[config.mk]
export PLATFORM = sky130hd
export DESIGN_NAME = fdc_regfile
export DESIGN_NICKNAME = d
export VERILOG_FILES = /design/src/rtl/fdc_reg_pkg.sv /design/src/rtl/fdc_cmd_decode.sv /design/src/rtl/fdc_delay_timer.sv /design/src/rtl/fdc_irq_gen.sv /design/src/rtl/fdc_regfile.sv
export SDC_FILE = /design/constraint.sdc
export NUM_CORES = 1
export LEC_CHECK = 0
export ABC_AREA = 1
export CAP_MARGIN = 5
export CORE_MARGIN = 2
export CORE_UTILIZATION = 31
export DETAILED_ROUTE_END_ITERATION = 12
export GPL_ROUTABILITY_DRIVEN = 0
export GPL_TIMING_DRIVEN = 0
export MAX_ROUTING_LAYER = met4
export SLEW_MARGIN = 20
export SYNTH_ARGS = -nofsm -noshare
export SYNTH_HDL_FRONTEND = slang
export SYNTH_SLANG_ARGS = --single-unit
[constraint.sdc]
create_clock -name clk -period 3.45 [get_ports clk]
set_clock_uncertainty 0.15 [all_clocks]
set_input_delay 0.5175 -clock clk [delete_from_list [all_inputs] [get_ports clk]]
set_output_delay 0.5175 -clock clk [all_outputs]
set_load 0.02 [all_outputs]
[src/rtl/fdc_reg_pkg.sv]
package fdc_reg_pkg;

    localparam int unsigned DATA_W = 8;
    localparam int unsigned ADDR_W = 3;
    localparam int unsigned TRK_W  = 7;
    localparam int unsigned SECT_W = 5;
    localparam int unsigned CRC_W  = 2;
    localparam int unsigned ISR_W  = 4;

    typedef enum logic [ADDR_W-1:0] {
        OFF_DATA  = 3'd0,
        OFF_TRACK = 3'd1,
        OFF_CMD   = 3'd2,
        OFF_SETUP = 3'd3,
        OFF_SECT  = 3'd4,
        OFF_COUNT = 3'd5,
        OFF_CRC   = 3'd6,
        OFF_LTRK  = 3'd7
    } reg_off_e;

    // main status bit positions
    localparam int unsigned STA_DREQ  = 0;
    localparam int unsigned STA_DDM   = 1;
    localparam int unsigned STA_RDY   = 2;
    localparam int unsigned STA_TRK0  = 3;
    localparam int unsigned STA_WP    = 4;
    localparam int unsigned STA_TNE   = 5;
    localparam int unsigned STA_IDX   = 6;
    localparam int unsigned STA_BUSY  = 7;

    localparam logic [DATA_W-1:0] STA_ENG_MASK  = 8'h23;
    localparam logic [DATA_W-1:0] STA_SRST_KEEP = 8'h5C;
    localparam logic [DATA_W-1:0] STB_SRST_KEEP = 8'h20;
    localparam logic [DATA_W-1:0] STB_RD_KEEP   = 8'h04;

    typedef struct packed {
        logic [TRK_W-1:0]  trk;
        logic [DATA_W-1:0] cmd;
        logic [ISR_W-1:0]  isr;
        logic [DATA_W-1:0] setup;
        logic [DATA_W-1:0] sta;
        logic [DATA_W-1:0] stb;
        logic [SECT_W-1:0] sect;
        logic [TRK_W-1:0]  cnt;
        logic [CRC_W-1:0]  crc;
        logic [TRK_W-1:0]  ltrk;
    } regs_t;

endpackage

[src/rtl/fdc_cmd_decode.sv]
module fdc_cmd_decode (
    input  logic [3:0] code,
    output logic       sets_busy,
    output logic       is_xfer,
    output logic       is_seek
);
    always_comb begin
        is_seek   = (code == 4'h2) || (code == 4'h3);
        is_xfer   = ((code >= 4'h4) && (code <= 4'h7)) ||
                    (code == 4'hC) || (code == 4'hD);
        sets_busy = is_seek || is_xfer;
    end
endmodule

[src/rtl/fdc_delay_timer.sv]
module fdc_delay_timer #(
    parameter int unsigned CNT_W = 10
) (
    input  logic             clk,
    input  logic             rst_n,
    input  logic             start,
    input  logic             clr,
    input  logic [CNT_W-1:0] load,
    output logic             pulse
);
    typedef struct packed {
        logic             active;
        logic [CNT_W-1:0] cnt;
        logic             pulse;
    } tmr_t;

    tmr_t t_d, t_q;

    always_comb begin
        t_d       = t_q;
        t_d.pulse = 1'b0;
        if (start) begin
            t_d.active = 1'b1;
            t_d.cnt    = load;
        end else if (clr) begin
            t_d.active = 1'b0;
        end else if (t_q.active) begin
            if (t_q.cnt == '0) begin
                t_d.pulse  = 1'b1;
                t_d.active = 1'b0;
            end else begin
                t_d.cnt = t_q.cnt - 1'b1;
            end
        end
    end

    always_ff @(posedge clk or negedge rst_n) begin
        if (!rst_n) t_q <= '0;
        else        t_q <= t_d;
    end

    assign pulse = t_q.pulse;

    AST_PULSE_FROM_ACTIVE: assert property (@(posedge clk) disable iff (!rst_n)
        pulse |-> $past(t_q.active));
    AST_PULSE_SINGLE: assert property (@(posedge clk) disable iff (!rst_n)
        pulse |=> !pulse);
endmodule

[src/rtl/fdc_irq_gen.sv]
module fdc_irq_gen (
    input  logic       clk,
    input  logic       rst_n,
    input  logic [3:0] isr,
    input  logic       mask,
    output logic       irq
);
    always_comb begin
        irq = isr[2] | (~mask & (isr[3] | isr[1] | isr[0]));
    end

    AST_SENSE_UNMASKED: assert property (@(posedge clk) disable iff (!rst_n)
        isr[2] |-> irq);
    AST_MASK_HOLDS: assert property (@(posedge clk) disable iff (!rst_n)
        (mask && !isr[2]) |-> !irq);
endmodule

[src/rtl/fdc_regfile.sv]
module fdc_regfile
    import fdc_reg_pkg::*;
#(
    parameter int unsigned DLY_SHIFT = 2
) (
    input  logic              clk,
    input  logic              rst_n,
    input  logic              soft_rst,
    input  logic              rd_en,
    input  logic              wr_en,
    input  logic [ADDR_W-1:0] addr,
    input  logic [DATA_W-1:0] wdata,
    output logic [DATA_W-1:0] rdata,
    input  logic              drv_ready,
    input  logic              drv_trk0,
    input  logic              drv_wprot,
    input  logic              drv_index,
    input  logic              eng_sense,
    input  logic [DATA_W-1:0] eng_sta_set,
    input  logic [DATA_W-1:0] eng_stb_set,
    input  logic              eng_done,
    output logic [SECT_W-1:0] sect_addr,
    output logic              cmd_start,
    output logic              cont_pulse,
    output logic              irq
);
    localparam int unsigned CNT_W = DATA_W + DLY_SHIFT;

    regs_t s_d, s_q;
    logic  start_d, start_q;

    logic  rd_isr, rd_sta, rd_stb, wr_cmd;
    logic  wr_busy, wr_xfer, wr_seek;
    logic  dn_busy, dn_xfer, dn_seek;
    logic  [DATA_W-1:0] sta_view;

    assign rd_isr = rd_en && (reg_off_e'(addr) == OFF_CMD);
    assign rd_sta = rd_en && (reg_off_e'(addr) == OFF_SETUP);
    assign rd_stb = rd_en && (reg_off_e'(addr) == OFF_SECT);
    assign wr_cmd = wr_en && (reg_off_e'(addr) == OFF_CMD);

    fdc_cmd_decode i_dec_wr (
        .code      (wdata[3:0]),
        .sets_busy (wr_busy),
        .is_xfer   (wr_xfer),
        .is_seek   (wr_seek)
    );

    fdc_cmd_decode i_dec_done (
        .code      (s_q.cmd[3:0]),
        .sets_busy (dn_busy),
        .is_xfer   (dn_xfer),
        .is_seek   (dn_seek)
    );

    // main status as seen on a read: live drive lines over latched bits
    always_comb begin
        sta_view           = s_q.sta;
        sta_view[STA_RDY]  = drv_ready;
        sta_view[STA_TRK0] = drv_trk0;
        sta_view[STA_WP]   = drv_wprot;
        sta_view[STA_IDX]  = drv_index;
    end

    always_comb begin
        s_d     = s_q;
        start_d = 1'b0;

        // read side effects
        if (rd_isr) s_d.isr[2:0] = '0;
        if (rd_sta) s_d.sta = sta_view;
        if (rd_stb) s_d.stb = s_q.stb & STB_RD_KEEP;

        // register writes
        if (wr_en) begin
            case (reg_off_e'(addr))
                OFF_TRACK: s_d.trk   = wdata[TRK_W-1:0];
                OFF_SETUP: s_d.setup = wdata;
                OFF_SECT:  s_d.sect  = wdata[SECT_W-1:0];
                OFF_COUNT: s_d.cnt   = wdata[TRK_W-1:0];
                OFF_CRC:   s_d.crc   = wdata[CRC_W-1:0];
                OFF_LTRK:  s_d.ltrk  = wdata[TRK_W-1:0];
                OFF_CMD: begin
                    s_d.sta[STA_BUSY] = 1'b0;
                    s_d.sta[STA_DREQ] = 1'b0;
                    if (wr_busy) begin
                        s_d.sta[STA_BUSY] = 1'b1;
                        start_d           = 1'b1;
                    end
                    if (wr_xfer) begin
                        s_d.sta[STA_TNE] = 1'b0;
                        s_d.sta[STA_DDM] = 1'b0;
                        s_d.stb[2]       = 1'b0;
                    end
                    s_d.cmd = wdata;
                end
                default: ;
            endcase
        end

        // command engine events
        s_d.sta = s_d.sta | (eng_sta_set & STA_ENG_MASK);
        s_d.stb = s_d.stb | eng_stb_set;
        if (eng_sense) s_d.isr[2] = 1'b1;
        if (eng_done && !wr_cmd) begin
            if (dn_seek) s_d.isr[1] = 1'b1;
            else         s_d.isr[0] = 1'b1;
            s_d.sta[STA_BUSY] = 1'b0;
            s_d.cmd[3:0]      = 4'h0;
        end

        // controller reset
        if (soft_rst) begin
            s_d.cmd[3:0] = 4'h0;
            s_d.isr      = '0;
            s_d.sect     = '0;
            s_d.sta      = s_q.sta & STA_SRST_KEEP;
            s_d.stb      = s_q.stb & STB_SRST_KEEP;
            start_d      = 1'b0;
        end

        // error summary bit follows error status and its enable
        s_d.isr[3] = (s_d.stb != '0) && !s_d.cmd[6];
    end

    always_ff @(posedge clk or negedge rst_n) begin
        if (!rst_n) begin
            s_q     <= '0;
            start_q <= 1'b0;
        end else begin
            s_q     <= s_d;
            start_q <= start_d;
        end
    end

    fdc_delay_timer #(.CNT_W(CNT_W)) i_timer (
        .clk   (clk),
        .rst_n (rst_n),
        .start (wr_cmd && wr_busy && !soft_rst),
        .clr   (eng_done || soft_rst),
        .load  ({s_q.setup, {DLY_SHIFT{1'b1}}}),
        .pulse (cont_pulse)
    );

    fdc_irq_gen i_irq (
        .clk   (clk),
        .rst_n (rst_n),
        .isr   (s_q.isr),
        .mask  (s_q.cmd[7]),
        .irq   (irq)
    );

    always_comb begin
        case (reg_off_e'(addr))
            OFF_TRACK: rdata = DATA_W'(s_q.trk);
            OFF_CMD:   rdata = DATA_W'(s_q.isr);
            OFF_SETUP: rdata = sta_view;
            OFF_SECT:  rdata = s_q.stb;
            OFF_COUNT: rdata = DATA_W'(s_q.cnt);
            OFF_CRC:   rdata = DATA_W'(s_q.crc);
            OFF_LTRK:  rdata = DATA_W'(s_q.ltrk);
            default:   rdata = '0;
        endcase
    end

    assign sect_addr = s_q.sect;
    assign cmd_start = start_q;

    AST_ERR_SUMMARY: assert property (@(posedge clk) disable iff (!rst_n)
        s_q.isr[3] == ((s_q.stb != '0) && !s_q.cmd[6]));
    AST_ISR_READ_CLEARS: assert property (@(posedge clk) disable iff (!rst_n)
        (rd_isr && !eng_sense && !eng_done) |=> (s_q.isr[2:0] == 3'b000));
    AST_STB_READ_KEEPS: assert property (@(posedge clk) disable iff (!rst_n)
        (rd_stb && eng_stb_set == '0) |=> ((s_q.stb & ~STB_RD_KEEP) == '0));
    AST_DONE_CLEARS_BUSY: assert property (@(posedge clk) disable iff (!rst_n)
        (eng_done && !wr_cmd) |=> !s_q.sta[STA_BUSY]);
    AST_START_MEANS_BUSY: assert property (@(posedge clk) disable iff (!rst_n)
        cmd_start |-> s_q.sta[STA_BUSY]);
endmodule

# After elaboration in Yosys (flattened, before gate mapping)
# Index checks and enable logic that the tools add are counted.
[totals] regBits=77 latch_bits=0 ram_bits=0 mem_bits_ro=0 in_bits=38 n_memories=0
[op_classes] addsub=1 mul=0 n_div=0 n_lt_le_gt_ge=2 eq_ne=15 shifts=0 mux=42 bitwise=7 n_reduce_logical=35
[op_table] cell="$pmux 8 s7" count=1
[op_table] cell="$mux 21" count=2
[op_table] cell="$mux 7" count=5
[op_table] cell="$mux 11" count=2
[op_table] cell="$mux 1" count=21
[op_table] cell="$eq 4x2->1 const B" count=4
[op_table] cell="$mux 8" count=2
[op_table] cell="$reduce_and 2->1" count=8
[op_table] cell="$eq 3x3->1 const B" count=4
[op_table] cell="$mux 12" count=1
[op_table] cell="$logic_not 10->1" count=1
[op_table] cell="$mux 10" count=1
[op_table] cell="$sub 10x1->10 const B" count=1
[op_table] cell="$logic_and 1x1->1" count=9
[op_table] cell="$reduce_bool 3->1" count=3
[op_table] cell="$eq 4x4->1 const B" count=2
[op_table] cell="$mux 2" count=4
[op_table] cell="$or 8x6->8" count=1
[op_table] cell="$or 8x8->8" count=1
[op_table] cell="$reduce_bool 8->1" count=1
[op_table] cell="$eq 3x2->1 const B" count=2
[op_table] cell="$logic_or 1x1->1" count=6
[op_table] cell="$reduce_bool 2->1" count=3
[op_table] cell="$mux 5" count=1
[op_table] cell="other kinds (11)" count=16

# Longest topological paths before layout
[depth] depth_word=13 ltp_mapped=10 depth_no_buf=10

# Hierarchy
# Synthesis repeated with hierarchy kept, for this count alone.
[unflattened] cells_unflattened=445 area_unflattened_um2=3598.5
[by_module_without_submodules] module="fdc_regfile" n_inst=1 cells_per_inst=309 area_per_inst_um2=2691.3
[by_module_without_submodules] module="fdc_delay_timer" n_inst=1 cells_per_inst=113 area_per_inst_um2=820.8
[by_module_without_submodules] module="fdc_cmd_decode" n_inst=2 cells_per_inst=8 area_per_inst_um2=30.0
[by_module_without_submodules] module="fdc_irq_gen" n_inst=1 cells_per_inst=7 area_per_inst_um2=26.3

# Worst setup path after synthesis
# Ideal clock, no wire load.
[synth_path] kind="input to output" from="in addr[0]" to="out rdata[3]" t_arrival_ns=1.254 slack_ns=1.528 cell_stages=6 path_cell_list="inv_1 -> nand3_2 -> inv_1 -> a22o_1 -> a21oi_1 -> nand4_1"
[synth_via] elab_chain_len=2 word_cells_on_any_way=8 cone_classes="eq/ne (7); mux (1)"
[synth_rtl] element="start: declaration" line="fdc_regfile.sv:11" source="input logic [ADDR_W-1:0] addr,"
[synth_rtl] element="$eq 3x3->1 (tied with other cells)" line="fdc_regfile.sv:154" source="case (reg_off_e'(addr))"
[synth_rtl] element="$pmux 8 s7 *" line="fdc_regfile.sv:154"
[synth_rtl] element="end: declaration" line="fdc_regfile.sv:13" source="output logic [DATA_W-1:0] rdata,"
# Every way passes the cells marked *; elsewhere a longest branch is shown, timed or not.

# Final worst setup path
[layout_path] from="in addr[2]" to="out rdata[3]"
# The elaborated chain is that of the path after synthesis.

==> metrics.txt <==
grt total ovfl 0; ant diodes 0; routed wire length per instance 14.3 um; Post-Syn Area per Cell 8.26 sq um; Die Wd 108 um; slew margin rel. 0.567; cell family with most CP delay buffers and inverters; final WL 8620 um; Tcrit/Tclk final 0.953; io pins 54; Num CTS Buffers 9; Initial Util 0.321; core area 10400 sq um; 1st-iter DRT viols 170; largest family of logic cells by synthesized area simple AND/OR/NAND/NOR gates; crit path launch type input pin; Vias/cell 4.69; HP Class flop to flop; register bit count reported by yosys 70; met3 usage 0.0375; Synth Warn # 0; Worst-path clk slew 0.07 ns; mux contribution to synthesized area 0; Synth Area in Adders 0.00376; Pwr Density 505 nW/um^2; register area 1750 sq um; drt first pass iters 4; fmax 304 MHz; GRT busiest layer met2; Worst-Skew Late Latency 0.35 ns; total power 0.00213 W; Synth Area in Compound Gates 0.131; arrival time at the worst endpoint 2.62 ns; GRT Util Overall 0.165; Post-Syn Instances 403; CTS tree built; Netlist cell types 31; multi-input combinational cell area 1290 sq um; Max rail drop VDD 0.262 mV; # setup viols final 0; # hold bufs at CTS 1; Die H 108 um; most common cell after layout, fill and taps aside nand2_1; Post-CTS Setup Bufs 0; nets 503; antenna violations before repair 0; cell area after layout 4230 sq um; buffers added on ports 48; number of global-route vias before repair 2933; hold_ws 0.339 ns; simple-gate area share of the yosys netlist 0.241; WP data required 2.78 ns; CTS sink count 70; Tmin final 3.29 ns; post-cts resize count 0; Placed Cells 588; WP buf/inv 4; CTS max path bufs 2; via count 2839; layout overhead on the synthesized area 27.0%; num rows 37; H-tree depth 3; crit-path max FO 6; Max-cap violations 0; Most Frequent Cell on Critical Path clkdlybuf4s50_1; met2 Use GR 0.264; crit path kind input pin to primary output; status finished, final reports clean; die area 11600 sq um; Max Slew Vio Count 0; Final ANT Viol Nets 0; DRC Markers 0; final hold viol count 0; CP max-delay cell clkdlybuf4s50_1; CTS Root Cell clkbuf_8; unrepaired setup endpoints after global routing false; met1 usage 0.204; placed inst area 4000 sq um; Util after Layout 0.408; Pleak 2.01 nW; CP endpoint kind primary output; most frequent cells in the layout nand2_1, dfrtp_1, clkdlybuf4s50_1; Synth Cell Area 3330 sq um; max incr delay on CP 0.62 ns; Slew @ Worst Pin 0.642 ns; post-synthesis xor/xnor area fraction 0.0132; sequential share of the synthesized area 0.527; HPWL after DPL 6300 um; largest net degree at the start of global routing 52; Fillers 1086; layout cell share with drive strength beyond 1 0.111; first-pass GRT wire length 14200 um; non-filler instance count after layout 605; Post-Syn Nets 442; critical path, cell by cell clkdlybuf4s50_1, inv_2, nand3_2, inv_1, a22o_1, a21oi_1, nand4_1, clkdlybuf4s50_1
[final cells by class]
cell class | count | area share
inverter | 55 | 0.0488
buffer | 11 | 0.0175
sequential | 70 | 0.414
multi-input combinational | 267 | 0.306
clock buffer | 10 | 0.0302
tap | 136 | 0.0403
clock inverter | 6 | 0.0204
timing repair buffer | 50 | 0.122
[registers in the layout, summed over array words and instances, names as in the netlist]
name	flops
i_timer.t_q	11
sect_addr	5
i_timer.pulse	1
cmd_start	1
s_q	52
[synth_stat cells (all sizes together)]
| cell | instances | area (sq um) |
|---|---|---|
| nand2 | 124 | 483 |
| dfrtp | 70 | 1750 |
| inv | 53 | 199 |
| o21ai | 42 | 210 |
| nor2 | 30 | 125 |
| nand3 | 19 | 123 |
| a21oi | 16 | 80.1 |
| buf | 11 | 73.8 |
| nand4 | 8 | 50.1 |
| o22ai | 6 | 37.5 |
| a22oi | 5 | 37.5 |
| o211ai | 5 | 52.6 |
| xor2 | 5 | 43.8 |
| clkinv | 2 | 7.51 |
| nor3 | 2 | 10.0 |
| a221oi | 1 | 8.76 |
| a22o | 1 | 8.76 |
| and2 | 1 | 6.26 |
| ha | 1 | 12.5 |
| or2 | 1 | 6.26 |
[per-stage QoR]
step	setup WS [ns]	TNS, ns
floorplan	1.53	0
global placement	-0.735	-51.09
detailed placement	0.216	0
CTS	0.202	0
global route	0.0666	0
finish	0.162	0
[final timing paths]
| check | endpoint | cells after the start | start | slack, ns |
|---|---|---|---|---|
| max | rdata[3] | 8 | addr[2] | 0.16 |
| min | s_q[42] | 2 | s_q[42] | 0.34 |
| max reg2reg | i_timer.t_q[9] | 9 | i_timer.t_q[1] | 1.58 |
| min reg2reg | s_q[42] | 2 | s_q[42] | 0.34 |
| max in group asynchronous | s_q[24] | 3 | rst_n | 2.17 |
| min in group asynchronous | s_q[55] | 2 | rst_n | 0.44 |
[power breakdown]
group | internal, W | switching [W]
clock | 0.000406 | 0.000318
sequential | 0.000942 | 0.0000763
combinational | 0.000173 | 0.000218
total | 0.00152 | 0.000612
[worst register-to-register path: cells and delay by family (launching register included)]
family	cells	cell delay, ns
buf+inv	1	0.09
fa+ha+maj	1	0.19
flops	1	0.39
simple gates	6	0.87
compound gates	1	0.07
[kinds of logic after synthesis]
logic type | after synthesis
AO/OA/AOI/OAI | 76
AND/OR/NAND/NOR | 185
XOR/XNOR | 5
buffers and inverters | 66
adder cells (fa/ha/maj) | 1
flip-flops | 70
[per-layer routing]
metal / vias to the layer above / part of all wire / wire, um
met5: - / 0 / 0
met4: 0 / 0.018 / 157
met3: 15 / 0.040 / 341
met2: 59 / 0.48 / 4170
met1: 1352 / 0.46 / 3960
li1: 1413 / - / -
(Power assumes the default switching activity.)
